<file path="config.mk">
export PLATFORM = sky130hd
export DESIGN_NAME = upstk_top
export DESIGN_NICKNAME = d
export VERILOG_FILES = /design/src/rtl/upstk_pkg.sv /design/src/rtl/upstk_arb.sv /design/src/rtl/upstk_ptr.sv /design/src/rtl/upstk_ram.sv /design/src/rtl/upstk_top.sv
export SDC_FILE = /design/constraint.sdc
export NUM_CORES = 2
export LEC_CHECK = 0
export CELL_PAD_IN_SITES_DETAIL_PLACEMENT = 1
export CELL_PAD_IN_SITES_GLOBAL_PLACEMENT = 2
export CORE_MARGIN = 2
export CORE_UTILIZATION = 43
export DETAILED_ROUTE_END_ITERATION = 10
export PLACE_DENSITY_LB_ADDON = 0.1
export REMOVE_ABC_BUFFERS = 1
export SLEW_MARGIN = 30
export SYNTH_ARGS = -nofsm -noshare
export SYNTH_HDL_FRONTEND = slang
export SYNTH_SLANG_ARGS = --single-unit
</file>
<file path="constraint.sdc">
create_clock -name clk -period 4.5 [get_ports clk]
set_input_delay 0.45 -clock clk [delete_from_list [all_inputs] [get_ports clk]]
set_output_delay 0.45 -clock clk [all_outputs]
set_load 0.05 [all_outputs]
</file>
<file path="src/rtl/upstk_pkg.sv">
package upstk_pkg;
   typedef enum logic [1:0] {
      SOP_IDLE = 2'd0,
      SOP_PUSH = 2'd1,
      SOP_POP  = 2'd2,
      SOP_LOAD = 2'd3
   } stk_op_e;
endpackage

</file>
<file path="src/rtl/upstk_arb.sv">
module upstk_arb
   import upstk_pkg::*;
(
   input  logic    push_i,
   input  logic    pop_i,
   input  logic    sp_we_i,
   output stk_op_e op_o
);
   // software load first, then push, then pop
   always_comb begin
      if (sp_we_i)      op_o = SOP_LOAD;
      else if (push_i)  op_o = SOP_PUSH;
      else if (pop_i)   op_o = SOP_POP;
      else              op_o = SOP_IDLE;
   end
endmodule

</file>
<file path="src/rtl/upstk_ptr.sv">
module upstk_ptr
   import upstk_pkg::*;
#(
   parameter int unsigned PTR_W     = 8,
   parameter int unsigned RESET_PTR = 7
) (
   input  logic             clk,
   input  logic             rst_n,
   input  stk_op_e          op_i,
   input  logic [PTR_W-1:0] load_val_i,
   output logic [PTR_W-1:0] ptr_o,
   output logic [PTR_W-1:0] addr_o
);
   localparam logic [PTR_W-1:0] PTR_RST = PTR_W'(RESET_PTR);
   localparam logic [PTR_W-1:0] ONE     = PTR_W'(1);

   logic [PTR_W-1:0] ptr_q;
   logic [PTR_W-1:0] ptr_inc;
   logic [PTR_W-1:0] ptr_dec;
   logic [PTR_W-1:0] ptr_d;

   // modulo 2**PTR_W arithmetic, wrap is silent
   assign ptr_inc = ptr_q + ONE;
   assign ptr_dec = ptr_q - ONE;

   always_comb begin
      unique case (op_i)
         SOP_PUSH: ptr_d = ptr_inc;
         SOP_POP:  ptr_d = ptr_dec;
         SOP_LOAD: ptr_d = load_val_i;
         default:  ptr_d = ptr_q;
      endcase
   end

   always_ff @(posedge clk or negedge rst_n) begin
      if (!rst_n) ptr_q <= PTR_RST;
      else        ptr_q <= ptr_d;
   end

   // pre-increment addressing for push, current slot otherwise
   assign addr_o = (op_i == SOP_PUSH) ? ptr_inc : ptr_q;
   assign ptr_o  = ptr_q;
endmodule

</file>
<file path="src/rtl/upstk_ram.sv">
module upstk_ram #(
   parameter int unsigned AW      = 8,
   parameter int unsigned DW      = 8,
   parameter bit          RD_HOLD = 1'b1
) (
   input  logic          clk,
   input  logic          rst_n,
   input  logic [AW-1:0] addr_i,
   input  logic          we_i,
   input  logic [DW-1:0] wdata_i,
   input  logic          re_i,
   output logic [DW-1:0] rdata_o,
   output logic          rvld_o
);
   localparam int unsigned DEPTH = 1 << AW;

   logic [DW-1:0] mem [DEPTH];
   logic [DW-1:0] rd_q;
   logic          vld_q;

   always_ff @(posedge clk) begin
      if (we_i) mem[addr_i] <= wdata_i;
   end

   always_ff @(posedge clk or negedge rst_n) begin
      if (!rst_n) vld_q <= 1'b0;
      else        vld_q <= re_i;
   end

   generate
      if (RD_HOLD) begin : g_rd_hold
         // output keeps the last popped byte
         always_ff @(posedge clk or negedge rst_n) begin
            if (!rst_n)    rd_q <= '0;
            else if (re_i) rd_q <= mem[addr_i];
         end
      end else begin : g_rd_clear
         // output is zero whenever no pop completed
         always_ff @(posedge clk or negedge rst_n) begin
            if (!rst_n) rd_q <= '0;
            else        rd_q <= re_i ? mem[addr_i] : '0;
         end
      end
   endgenerate

   assign rdata_o = rd_q;
   assign rvld_o  = vld_q;
endmodule

</file>
<file path="src/rtl/upstk_top.sv">
module upstk_top
   import upstk_pkg::*;
#(
   parameter int unsigned PTR_W     = 8,
   parameter int unsigned DATA_W    = 8,
   parameter int unsigned RESET_PTR = 7,
   parameter bit          RD_HOLD   = 1'b1
) (
   input  logic              clk,
   input  logic              rst_n,
   input  logic              push_i,
   input  logic [DATA_W-1:0] push_data_i,
   input  logic              pop_i,
   input  logic              sp_we_i,
   input  logic [PTR_W-1:0]  sp_wdata_i,
   output logic [PTR_W-1:0]  sp_o,
   output logic [DATA_W-1:0] pop_data_o,
   output logic              pop_vld_o,
   output logic [PTR_W-1:0]  ram_addr_o,
   output logic              ram_we_o,
   output logic              ram_re_o
);
   generate
      if (PTR_W < 2 || PTR_W > 12) begin : g_bad_ptr_w
         $error("upstk_top: PTR_W must lie in 2..12");
      end
      if (DATA_W < 1) begin : g_bad_data_w
         $error("upstk_top: DATA_W must be at least 1");
      end
      if (RESET_PTR >= (1 << PTR_W)) begin : g_bad_reset
         $error("upstk_top: RESET_PTR out of pointer range");
      end
   endgenerate

   stk_op_e          op;
   logic [PTR_W-1:0] addr;

   upstk_arb u_arb (
      .push_i  (push_i),
      .pop_i   (pop_i),
      .sp_we_i (sp_we_i),
      .op_o    (op)
   );

   upstk_ptr #(
      .PTR_W     (PTR_W),
      .RESET_PTR (RESET_PTR)
   ) u_ptr (
      .clk        (clk),
      .rst_n      (rst_n),
      .op_i       (op),
      .load_val_i (sp_wdata_i),
      .ptr_o      (sp_o),
      .addr_o     (addr)
   );

   logic we, re;
   assign we = (op == SOP_PUSH);
   assign re = (op == SOP_POP);

   upstk_ram #(
      .AW      (PTR_W),
      .DW      (DATA_W),
      .RD_HOLD (RD_HOLD)
   ) u_ram (
      .clk     (clk),
      .rst_n   (rst_n),
      .addr_i  (addr),
      .we_i    (we),
      .wdata_i (push_data_i),
      .re_i    (re),
      .rdata_o (pop_data_o),
      .rvld_o  (pop_vld_o)
   );

   assign ram_addr_o = addr;
   assign ram_we_o   = we;
   assign ram_re_o   = re;
endmodule

</file>
# Yosys cells after proc, flatten, opt, wreduce, memory -nomap -nowiden
# Memories as Yosys holds them, arrays and structs flattened. A register that Yosys moved wholly into a read port is not among the register bits.
# Cells that the tools add are included.
# W data, S select, Z words.
# classes
muxes	7
eq_ne	3
n_reduce_logical	2
addsub	2
# op_table
op	n
$pmux W8 S3	1
$add A8 B1 Y8 const B	1
$mux W8	1
$sub A8 B1 Y8 const B	1
$mux W2	3
$eq A2 B2 Y1 const B	2
$reduce_bool A3 Y1	1
$eq A2 B1 Y1 const B	1
$mux W1	2
$logic_not A1 Y1	1
# word_totals
mem_count	1
reg_bits	9
in_bits	21
output_inout_bits	27
wordCells	17
ram_bits	2048
# memory_table
memory	words	width	read_ports	rd_ports_with_merged_regs	write_ports	line	source
u_ram.mem	256	8	1	1	1	upstk_ram.sv:17	logic [DW-1:0] mem [DEPTH];

# Longest topological paths before layout
# depth
ltp_word	6
ltp_mapped	21
depth_no_buf	12

# Modules after synthesis
# Synthesis repeated with hierarchy kept, for this count alone.
# hier_totals
hier_cells	3696
area_unflattened_um2	80364.6
# by_module_without_submodules
module	n_inst	area_each_um2	seq_area_each_um2	cells_per_inst
upstk_ram	1	79557.6	61724.2	3592
upstk_ptr	1	774.5	203.9	99
upstk_arb	1	17.5	0.0	3
upstk_top	1	15.0	0.0	2

# Worst setup path after synthesis
# OpenSTA, ideal clock, no wires.
# synth_timing
kind	register to register
startpoint	register u_ptr.ptr_q[1], in the netlist u_ptr.ptr_o[1]
endpoint	memory u_ram.mem[85][0] (enable)
period_less_slack_ps	4884
n_path_buf	13
setup_time_ps	371
t_required_ps	4129
t_arrival_ps	4513
path_stages_with_launch	19
setup_slack_ps	-384
cell_sequence	dfstp_2 > buf_4 > buf_4 > buf_4 > buf_4 > buf_6 > clkinv_1 > ha_1 > buf_4 > buf_4 > buf_4 > buf_4 > buf_4 > buf_2 > buf_2 > nor2_1 > nand2_1 > clkbuf_1 > nor2_1
# synth_between
elab_chain_len	2
# synth_rtl
element	line	source
start, declared	upstk_ptr.sv:17	logic [PTR_W-1:0] ptr_q;
start signal, assigned	upstk_ptr.sv:37	else ptr_q <= ptr_d;
$add A8 B1 Y8	upstk_ptr.sv:23	assign ptr_inc = ptr_q + ONE;
$mux W8 (*)	upstk_ptr.sv:41	assign addr_o = (op_i == SOP_PUSH) ? ptr_inc : ptr_q;
end, declared	upstk_ram.sv:17	
# Mark *: on every way between the ends. The rest lies on a longest branch, timed or not.

# Worst setup path in the final report
# layout_timing
startpoint	register u_ptr.ptr_q[1], in the netlist u_ptr.ptr_o[1]
endpoint	register u_ram.rd_q[7], in the netlist u_ram.rdata_o[7] (read register of u_ram.mem)
# layout_between
elab_chain_len	2
# layout_rtl
element	line	source
$add A8 B1 Y8	upstk_ptr.sv:23	
$mux W8 (*)	upstk_ptr.sv:41	
end, declared	upstk_ram.sv:18	logic [DW-1:0] rd_q;
# Marks and branches as above.
# A chain may end at the register's enable or synchronous reset.

==> results.yml <==
routing:
  wl_per_cell_um: 34.9
  drtIter0Drc: 5984
  vias_per_cell: 6.32
  routed_wirelength_um: 319000
  firstDrtPassIters: 6
  vias: 57800
  route.detailed.drc: 0
  ant_nets: 0
placement:
  dpl.cell_count: 8735
  dpl.hpwl_um: 205000
  port_buffers: 47
  routabilityCongestion: 0.868
floorplan:
  core-area_mm2: 0.205
  rows: 166
  die_w_um: 458
  dieHeight_um: 458
  ioPinCount: 48
  start_util_pct: 43.3
  die-area_mm2: 0.210
global_route:
  grt_max_degree: 153
  grt_pass1_vias: 58800
  grt_pass1_wl_um: 451000
  grt_use_total_pct: 30.0
  grt_overflow: 0
  antenna_found_initial: 12
cells_and_area:
  syn2layout_area_growth_pct: 16.4
  fin_nets: 6294
  final_cells: 9143
  drive_gt1_share_pct: 19.6
  final_core_util_pct: 50.3
cts:
  cts-buffers-inserted: 220
  cts.htree.levels: 4
  cts_sinks: 2065
  clockBufferDepth: 3
  cts_tree: "yes"
  cts_setup_buffers: 0
  cts_root_buf: "clkbuf_16"
  clk_pin_slew_ns: 0.07
  clk_latency_ns: 0.88
yosys:
  synth_edf_count: 2048
  synth.largest_area_cell: "edfxtp_1"
  syn_inst: 5836
  ys_top_cells_by_area: "edfxtp_1, mux2i_1, mux4_2"
  ys.flop_type: "edfxtp_1"
  synth.distinct_cells: 91
  synth_area_per_cell_um2: 15.2
  yosysSeqAreaShare_pct: 69.9
  syn_area_mm2: 0.0886
  synth_top_area_share_pct: 69.4
  async_flop_share_pct: 0.823
  ys_seq_elements: 2065
  ys_warn_count: 0
power:
  max-vdd-ir-drop_mv: 0.433
  power.leakage_nw: 34.4
  powerDensity_mw_per_mm2: 461
sta:
  setup_violations: 0
  fmax_ghz: 0.229
  skew_ns: 0.0365
  whs_ns: 0.0745
  post-route-min-period_ns: 4.38
  hold_violations: 0
  min_period_over_period_pct: 97.3
  worstMarginPinSlew_ns: 1.03
  relSlewSlack_pct: 30.9
  rsz0062_at_grt: "true"
  slew_violations: 0
setup_path:
  crit_top_cell: "buf_4"
  crit_chain: "clkinv_1 > ha_4 > buf_4 > buf_12 > mux2_2 > o22ai_1 > a311oi_1 > o21ai_0 > buf_4 > a41oi_1 > buf_4 > a2111oi_0 > buf_4 > o211a_1 > a41oi_1"
  worstSetupStartpointType: "flop"
  crit_required_ns: 5.23
  crit_fanout: 22
  cp-end-kind: "flop"
  critPathTopFamily: "compound AO/OA/AOI/OAI gates"
  cp_slowest_cell: "dfstp_4"
  crit_buf_inv: 6
  worstSetupPathType: "reg -> reg"
  arrival_ns: 5.11
  cpPeakStageDelay_ns: 0.70
min_path:
  hold_path_class: "in -> reg"
flow_run:
  drv_cap: 0
status:
  outcome: "complete, no violations"
## what timing repair did
item / in CTS / in global routing
gates resized for setup: 2 / 7
endpoints found under the setup margin: 2 / 4
hold buffers: 2 / 0
hold endpoints to repair: 18 / 0
## cells in the final DEF, fill, tap and decap left out, types with 14 or more instances in the layout
master,instances
a211oi_1,14
a21oi_1,52
a221o_1,33
a221oi_1,228
a22oi_1,71
a311oi_1,111
a31oi_1,80
a41oi_1,15
buf_12,97
buf_4,534
clkbuf_1,54
clkbuf_16,224
clkdlybuf4s50_1,29
clkinv_1,49
clkinv_2,45
dfrtp_1,14
edfxtp_1,2048
mux2_2,131
mux2i_1,659
mux4_2,103
nand2_1,584
nand3_1,109
nor2_1,295
nor2_2,27
nor3_1,106
o211ai_1,25
o21ai_0,133
o221ai_1,21
o22ai_1,269
## report_power, final
group | internal [mW] | switching (mW)
logic | 3.04 | 5.76
clock network | 9.69 | 7.73
registers | 21.2 | 0.122
## final timing paths
path                            slack, ns  cells past startpoint                           end                         start
worst min-delay path                 0.07                      1   u_ram.mem[230][4]$_DFFE_PP_                push_data_i[4]
max in group asynchronous            3.64                      3    u_ptr.ptr_o[2]$_DFFE_PN1P_                         rst_n
worst max-delay path                 0.12                     15  u_ram.rdata_o[7]$_DFFE_PN0P_    u_ptr.ptr_o[1]$_DFFE_PN1P_
worst max register to register       0.12                     15  u_ram.rdata_o[7]$_DFFE_PN0P_    u_ptr.ptr_o[1]$_DFFE_PN1P_
min in group asynchronous            0.52                      3        u_ram.rvld_o$_DFF_PN0_                         rst_n
worst min register to register       0.66                      1  u_ram.rdata_o[6]$_DFFE_PN0P_  u_ram.rdata_o[6]$_DFFE_PN0P_
## synthesized netlist by cell type, drive strengths merged (80+ instances only)
| library cell | n |
|---|---|
| nor3 | 107 |
| mux2i | 660 |
| o21ai | 142 |
| a221oi | 228 |
| clkbuf | 185 |
| nand3 | 113 |
| a31oi | 80 |
| mux2 | 131 |
| mux4 | 103 |
| a311oi | 112 |
| nor2 | 326 |
| nand2 | 593 |
| edfxtp | 2048 |
| o22ai | 270 |
| buf | 272 |
## layout make-up
cell class                      count  area [µm²]
Tap cell                         2688        3360
Inverter                           18         101
Antenna cell                        6        15.0
Sequential cell                  2065       61900
Timing Repair Buffer              670        6370
Fill cell                       19500      102000
Clock buffer                      279        5820
Clock inverter                    121         962
Multi-Input combinational cell   3296       24500
## cell families after synthesis
kind of cell / count (synthesis) / synth area share (%)
xor gates and xnor gates: 14 / 0.160
adders and majority gates: 2 / 0.0282
and+or+nand+nor: 1218 / 5.77
DFF: 2065 / 69.9
AOI/OAI and AO/OA: 1168 / 9.64
muxes: 894 / 11.7
buffers and inverters: 475 / 2.75
## per-layer routing
layer	GRT usage [%]	part of all wire (%)	routed length (µm)	up-vias
met5	0	0.012	37	-
li1	-	-	-	24400
met3	4.28	6.0	19100	501
met1	40.8	42	134000	30800
met4	10.2	3.6	11600	4
met2	49.7	48	154000	2075
## worst register-to-register path, stage by stage, from the launching register on
cell and delay, ns:
dfstp_4 0.70, clkinv_1 0.14, ha_4 0.32, buf_4 0.25, buf_12 0.26, mux2_2 0.40
o22ai_1 0.25, a311oi_1 0.11, o21ai_0 0.29, buf_4 0.17, a41oi_1 0.21, buf_4 0.22
a2111oi_0 0.43, buf_4 0.21, o211a_1 0.14, a41oi_1 0.12
## sequential cells by signal (all words and copies together), names as in the netlist
register and cells:
u_ram.mem 2048, u_ram.rdata_o 8, u_ram.rvld_o 1, u_ptr.ptr_o 8
## metrics by stage
stage	instance area (µm²)	setup TNS (ns)	setup WS, ns	power (mW)
4_1_cts	103000	0	0.00637	47.7
5_1_grt	103000	-0.00876	-0.00876	48.8
3_5_place_dp	96200	-1.58	-0.399	30.5
6_report	103000	0	0.124	47.6
3_3_place_gp	96200	-1.48	-0.424	30.4
2_1_floorplan	86200	-	-29.22	27.0
Power figures use the tool's default switching activity.
